`src/rtl/buck_softstart_seq.sv`:
```
module buck_softstart_seq #(
  parameter int RAMP_W      = 10,
  parameter int UV_FILT     = 8,
  parameter int DISCH_TICKS = 16
) (
  input  logic              clk,
  input  logic              rst_n,
  input  logic              tick,
  input  logic              en_cmp,
  input  logic              uv_cmp,
  output logic [RAMP_W-1:0] ref_code,
  output logic              hs_en,
  output logic              ls_en,
  output logic              ss_done,
  output logic              fault
);
  localparam logic [RAMP_W-1:0] CODE_MAX  = '1;
  localparam logic [RAMP_W-1:0] CODE_HALF = {1'b1, {(RAMP_W-1){1'b0}}};
  localparam int DW = $clog2(DISCH_TICKS + 1);
  localparam int UW = $clog2(UV_FILT + 1);
  localparam logic [DW-1:0] DLAST = DW'(DISCH_TICKS - 1);
  localparam logic [UW-1:0] ULAST = UW'(UV_FILT - 1);

  typedef enum logic [2:0] {S_OFF, S_DISCH, S_MASKED, S_ARMED, S_RUN, S_FAULT} seq_t;

  seq_t              st;
  logic [1:0]        en_q, uv_q;
  logic [RAMP_W-1:0] code;
  logic [DW-1:0]     dcnt;
  logic [UW-1:0]     ucnt;
  logic              en_s, uv_s;

  assign en_s = en_q[1];
  assign uv_s = uv_q[1];

  always_ff @(posedge clk or negedge rst_n)
    if (!rst_n) begin
      en_q <= '0;
      uv_q <= '0;
    end else begin
      en_q <= {en_q[0], en_cmp};
      uv_q <= {uv_q[0], uv_cmp};
    end

  always_ff @(posedge clk or negedge rst_n)
    if (!rst_n) begin
      st   <= S_OFF;
      code <= '0;
      dcnt <= '0;
      ucnt <= '0;
    end else begin
      case (st)
        S_OFF: begin
          code <= '0;
          dcnt <= '0;
          ucnt <= '0;
          if (en_s) st <= S_DISCH;
        end
        S_FAULT: ;
        default:
          if (!en_s) begin
            st   <= S_OFF;
            code <= '0;
            dcnt <= '0;
            ucnt <= '0;
          end else if (tick) begin
            case (st)
              S_DISCH:
                if (dcnt == DLAST) begin
                  st   <= S_MASKED;
                  dcnt <= '0;
                end else dcnt <= dcnt + 1'b1;
              S_MASKED: begin
                code <= code + 1'b1;
                if (code == CODE_HALF - 1'b1) st <= S_ARMED;
              end
              S_ARMED, S_RUN:
                if (uv_s && ucnt == ULAST) begin
                  st   <= S_FAULT;
                  code <= '0;
                  ucnt <= '0;
                end else begin
                  ucnt <= uv_s ? ucnt + 1'b1 : '0;
                  if (st == S_ARMED) begin
                    if (code == CODE_MAX) st <= S_RUN;
                    else code <= code + 1'b1;
                  end
                end
              default: ;
            endcase
          end
      endcase
    end

  assign hs_en    = (st == S_MASKED) || (st == S_ARMED) || (st == S_RUN);
  assign ls_en    = hs_en || (st == S_DISCH);
  assign ss_done  = (st == S_RUN);
  assign fault    = (st == S_FAULT);
  assign ref_code = code;


  fault_latch_chk: assert property (@(posedge clk) disable iff (!rst_n)
    fault |=> fault);


  ramp_step_chk: assert property (@(posedge clk) disable iff (!rst_n)
    1'b1 |=> (ref_code == $past(ref_code)) || (ref_code == $past(ref_code) + 1'b1) || (ref_code == '0));


  mask_hold_chk: assert property (@(posedge clk) disable iff (!rst_n)
    (st == S_MASKED) |=> !fault);


  done_full_chk: assert property (@(posedge clk) disable iff (!rst_n)
    $rose(ss_done) |-> ref_code == CODE_MAX);


  hs_after_disch_chk: assert property (@(posedge clk) disable iff (!rst_n)
    $rose(hs_en) |-> ($past(st) == S_DISCH) && (ref_code == '0));
endmodule

```
`config.mk`:
```
export PLATFORM = sky130hd
export DESIGN_NAME = buck_softstart_seq
export DESIGN_NICKNAME = d
export VERILOG_FILES = /design/src/rtl/buck_softstart_seq.sv
export SDC_FILE = /design/constraint.sdc
export NUM_CORES = 1
export LEC_CHECK = 0
export BUFFER_PORTS_ARGS = -buffer_cell sky130_fd_sc_hd__buf_2
export CAP_MARGIN = 0
export CORE_UTILIZATION = 60
export CTS_CLUSTER_DIAMETER = 50
export DETAILED_ROUTE_END_ITERATION = 8
export PLACE_DENSITY_LB_ADDON = 0.12
export SLEW_MARGIN = 40
export SYNTH_ARGS = -nofsm -noshare
export SYNTH_HDL_FRONTEND = slang
export SYNTH_SLANG_ARGS = --single-unit
```
`constraint.sdc`:
```
create_clock -name clk -period 3.6 [get_ports clk]
set_input_delay 0.36 -clock clk [delete_from_list [all_inputs] [get_ports clk]]
set_output_delay 0.36 -clock clk [all_outputs]
set_load 0.01 [all_outputs]
```
=== After elaboration in Yosys (flattened, before gate mapping) ===
Index checks and enable logic that the tools add are counted.

* Bits in registers: 26
* Input bits: 5
* Logic and storage cells: 68

* $add $sub $neg: 3
* Equal/unequal tests: 20
* Multiplexer cells: 28
* Bitwise operators: 1
* Reduce and logical (&&, ||, !) cells: 10

{| class="wikitable"
|+ Operators with widths
! operator !! count
|-
| $mux W10 || 5
|-
| $pmux W10 S2 || 2
|-
| $mux W3 || 8
|-
| $mux W4 || 5
|-
| $mux W5 || 4
|-
| $ne A5 B4 Y1 const B || 3
|-
| $add A10 B1 Y10 const B || 1
|-
| $eq A10 B10 Y1 const B || 1
|-
| $eq A10 B9 Y1 const B || 1
|-
| $pmux W5 S2 || 1
|-
| $pmux W3 S3 || 1
|-
| $ne A4 B3 Y1 const B || 2
|-
| $pmux W4 S2 || 1
|-
| $reduce_and A8 Y1 || 1
|-
| $eq A3 B2 Y1 const B || 2
|-
| $eq A3 B3 Y1 const B || 2
|-
| $ne A3 B1 Y1 const B || 2
|-
| $pmux W3 S2 || 1
|-
| $reduce_and A3 Y1 || 2
|-
| $add A5 B1 Y5 const B || 1
|-
| $eq A5 B4 Y1 const B || 1
|-
| $ne A5 B1 Y1 const B || 1
|-
| $reduce_and A5 Y1 || 1
|-
| $add A4 B1 Y4 const B || 1
|-
| other kinds (10) || 12
|}

=== Longest topological paths before layout ===
* Depth after elaboration: 8
* Depth in mapped cells: 7

=== Least setup slack after synthesis ===
Ideal clock, no wire load.

* Path kind: reg2reg
* Start point: register code[0], in the netlist ref_code[0]
* End point: register st[2]
* Setup time: 0.128 ns
* Arrival time: 1.753 ns
* Path slack: 1.719 ns
* Stages on the path, launching flop included: 7
* Path through: dfrtp_1 > ha_1 > nand3_1 > nor4_1 > o21ai_1 > nor3_1 > mux2_1

* Longest elaborated chain between the ends: 3
* Elaborated cells on any way between the ends: 5

{| class="wikitable"
|+ RTL lines
! item !! RTL line !! text
|-
| from (decl) || 28 || <nowiki>logic [RAMP_W-1:0] code;</nowiki>
|-
| from (signal assigned) || 74 || <nowiki>code <= code + 1'b1;</nowiki>
|-
| from (signal assigned) || 86 || <nowiki>else code <= code + 1'b1;</nowiki>
|-
| $eq A10 B10 Y1 / $eq A10 B9 Y1 (equally long branches) || 85, 75 ||
|-
| $ne A5 B4 Y1 (no line) / $ne A4 B3 Y1 (equally long branches) || n/a ||
|-
| $reduce_and A8 Y1 (no line) * || n/a ||
|-
| to (signal assigned) || 75 || <nowiki>if (code == CODE_HALF - 1'b1) st <= S_ARMED;</nowiki>
|-
| to (signal assigned) || 79 || <nowiki>st <= S_FAULT;</nowiki>
|-
| to (signal assigned) || 85 || <nowiki>if (code == CODE_MAX) st <= S_RUN;</nowiki>
|-
| to (decl) || 26 || <nowiki>seq_t st;</nowiki>
|}

Every way passes the cells marked *; elsewhere a longest branch is shown, timed or not.
A chain may end at the register's enable or synchronous reset.

=== Worst setup path in the final report ===
* Start point: register st[1]
* End point: register st[2]

* Longest elaborated chain between the ends: 6
* Elaborated cells on any way between the ends: 20

{| class="wikitable"
|+ RTL lines
! item !! RTL line !! text
|-
| from (signal assigned) || 47 || <nowiki>st <= S_OFF;</nowiki>
|-
| from (signal assigned) || 57 || <nowiki>if (en_s) st <= S_DISCH;</nowiki>
|-
| from (signal assigned) || 62 || <nowiki>st <= S_OFF;</nowiki>
|-
| $eq A3 B3 Y1 / $eq A3 B2 Y1 (equally long branches) || 67, 84 ||
|-
| $reduce_or A2 Y1 || 67 || <nowiki>case (st)</nowiki>
|-
| $pmux W3 S3 || 67 ||
|-
| $mux W3 || 66 || <nowiki>end else if (tick) begin</nowiki>
|-
| $mux W3 || 61 || <nowiki>if (!en_s) begin</nowiki>
|-
| $pmux W3 S2 || 52 || <nowiki>case (st)</nowiki>
|}

Several ways; a longest one is shown, not always the timed one. The select of a mux whose other input is x is not followed.

==> metrics list <==
* Cells traversed along the worst timing path: nor2b_1, o21ai_1, o2111ai_1, nor3_1, mux2_1
* Worst-case register-to-register setup slack: 1.24 ns
* Number of different library cells in the post-synthesis netlist: 54
- Library cell used as clock root buffer: clkbuf_4
- Final setup violating endpoints: 0
* Area of the die: 0.00285 mm²
* TritonCTS clock tree: built
- XOR/XNOR Fraction of Synth Area: 0.553%
- After clock tree synthesis, the clock-pin slew on the worst setup and hold paths is 0.14 ns.
- Post-detailed-route count of antenna-violating nets: 0
* Number of buffers and inverters on the critical path: 0
- Entering global routing, the biggest net connects 27 pins.
* Commonest non-fill, non-tap cell in the layout: dfrtp_1
* Crit-path max cell delay: 0.71 ns
- Once the floorplan was initialized, standard cells occupied 63.9% of the core.
- The tool flagged a number of max-cap violations equal to 0.
- Worst setup SP type: flip-flop
* DR vias: 1351
- Sequential elements use 41.1% of the synthesized area.
- Highest ir drop seen on vdd: 493 µV
- Setup repair after global routing missed its margin: false
* Area of the core region: 0.00248 mm²
- The critical path in this run is classified as flip-flop to flip-flop.
* Global-route wire length before repair: 5350 µm
* Proportion of synthesized area in mux cells: 2.13%
* Buffers inserted by post-CTS timing repair: 0
- The final critical path takes up 65.6% of the cycle.
- Final HPWL from detailed placement: 2470 µm
- The min-delay analysis places its worst path in the category input port to asynchronous set/reset pin.
- Of the total synthesized cell area, the portion taken by full adders, half adders and majority gates is 2.37%.
- Final Slew Violations: 0
- Width of the die: 53.4 µm
* Placed standard-cell area: 0.00168 mm²
- Post-synth top area cell: dfrtp_1
- The clock passes through at most 2 buffers.
- Netlist Area Pre-Place: 0.00158 mm²
* Number of enable flip-flop cells after synthesis: 0
- Status: completed
- Die extent in y: 53.4 µm
- After synthesis the netlist holds a flip-flop and latch count of 26.
- 0 antenna diodes ended up in the layout.
- Synthesized instance count: 165
- The pre-antenna-repair detailed-routing pass consisted of 4 iterations.
* Power Density: 657 mW/mm²
- Port buffering added 18 buffers.
* Critical register-to-register path startpoint: st[1]
* Transition time at the pin with the least slew margin: 0.755 ns
- The number of global-route vias before repair came to 1199.
- Counting I/O delays and the setup requirement, the final critical path takes 2.36 ns.
- Hold timing on the final database bottoms out at a slack of 0.000292 ns.
- Once the clock tree was built, the resizer swapped 0 gates to a different size.
- Most used cells in the layout excluding fill and tap cells: dfrtp_1 (26), buf_2 (19), nor2_1 (13)
- For this run, the top clock speed supported by timing is 0.423 GHz.
- In this design, the largest share of critical-path delay is due to flip-flops.
- In the post-route analysis, the smallest setup slack over all paths is 1.24 ns.
- At the end of the flow, the number of nets in the layout was 191.
* Routed wirelength normalized by instance count: 15.9 µm
- In this run the core area contains 18 standard-cell rows.
- Pre-CTS setup slack: 1.27 ns
* Share of synthesized cell area in and, or, nand and nor gates: 24.2%
- Relative slew margins: 49.4%
- Compound-gate portion of the synthesized area: 25.9%
- R2r endpoint: st[2]
* Post-detailed-route via-to-cell ratio: 6.37
* Worst Reg-to-Reg Cells: 5
- Compared with the post-synthesis result, the final layout area differs by 9.64%.
- Crit-path max FO: 16
* Proportion of layout cells with a drive suffix above 1: 20.3%
* Synthesized area per cell: 9.60 µm²
* Share of flip-flops with an asynchronous set or reset after synthesis: 100%
- Ys flop type: dfrtp_1
- After the first detailed-routing iteration, the DRC count stood at 26.
* Endpoint arrival time on the critical path: 2.58 ns
* GPL Wtd Cong: 0.883
- The worst setup path is captured at a flip-flop.
- By area the synthesized netlist is led by dfrtp_1 (41%), a22o_1 (3.3%), nand3_1 (3.2%).
* Synthesized net count: 173
- Total number of clock tree sinks: 26
- DRC viols: 0
- With fillers left out, the area of the finished cells amounts to 0.00174 mm².
- The synthesized design devotes to its leading area cell type 41.1% of total area.
* Yosys synthesis warning count: 0
- Antenna violations before repair: 0
* Total routing resource utilization after global routing: 26.3%
* Critical Path Slowest Stage Cell: dfrtp_1
- TritonCTS buffer count: 3
- Leakage component of the power: 0.803 nW
- For the worst setup path, the data required time is 3.82 ns.
- In this run, post-CTS hold repair placed 0 buffers.
- H-tree lvl count: 1
- Startpoint of the most critical setup path: st[1]
- After global routing the overflow that remains totals 0.
- By area, the combinational part of the netlist is dominated by compound AO/OA/AOI/OAI gates.
- For this design the top-level I/O count stands at 19.
* Hold Vio Cnt, Final: 0
- Clock Latency Late Sink: 0.32 ns
- Setup total negative slack on the finished layout was measured at 0 ns.
* Max Clock Skew: 0.00364 ns
* Total power: 1.14 mW
- Total length of routed wires: 3360 µm
==> area by class of cell <==
class / instances / area (µm²)
tap: 30 / 37.5
fill: 196 / 741
multi-input combinational: 126 / 875
sequential: 26 / 651
clock buffer: 3 / 22.5
timing repair buffer: 19 / 95.1
inverter: 7 / 26.3
clock inverter: 1 / 30.0
==> worst register-to-register path: cells and delay by family (launching register included) <==
family / cells / cell delay, ns
compound gates: 2 / 0.53
flops: 1 / 0.71
mux: 1 / 0.38
simple gates: 2 / 0.64
==> state kept, by name (all words and copies together) (netlist names) <==
signal    count
ref_code     10
en_q          2
uv_q          2
st            3
ucnt          4
dcnt          5
==> power breakdown <==
part / switching, mW / internal [mW] / leakage, nW / total (mW)
Clock: 0.0890 / 0.113 / 0.0279 / 0.202
Combinational: 0.275 / 0.227 / 0.430 / 0.502
Sequential: 0.100 / 0.337 / 0.345 / 0.438
==> cell families (layout without fill, tap and decap cells) <==
kind of cell | count (synthesis) | count (layout)
xor+xnor | 1 | 1
compound gates | 52 | 52
simple gates | 67 | 67
fa+ha+maj | 3 | 3
mux | 3 | 3
buf+inv | 13 | 30
flops | 26 | 26
==> per-stage QoR <==
step | instances | util (%)
floorplan | 165 | -
global placement | 207 | 67.8
detailed placement | 207 | 67.8
CTS | 211 | 69.9
global route | 212 | 70.1
finish | 212 | 70.1
==> worst max path at each step <==
stage | end | slack [ns] | cells past startpoint
final | st[2] | 1.24 | 5
after global routing | st[2] | 1.11 | 5
after CTS | st[2] | 1.24 | 5
after detailed placement | st[2] | 1.27 | 5
after global placement | ref_code[0] | 1.41 | 6
after floorplan | st[2] | 1.72 | 6
==> synthesized netlist by cell type (all sizes together), types with 3 or more instances <==
library cell,instances
dfrtp,26
o21ai,15
nor2,14
nand2,11
nand3,10
inv,7
a22o,6
nor2b,6
nor3,6
a211o,5
a21oi,4
buf,4
nand2b,4
o31a,4
ha,3
mux2,3
nor4,3
or2,3
==> layer usage <==
layer | share of wire, % | up-vias | track usage, %
met3 | 4.0 | 6 | 4.60
met2 | 49 | 45 | 42.9
met5 | 0 | - | 0
met1 | 46 | 645 | 34.2
met4 | 1.4 | 0 | 9.65
li1 | - | 655 | -
No activity file was read; power rests on OpenSTA's default activity.
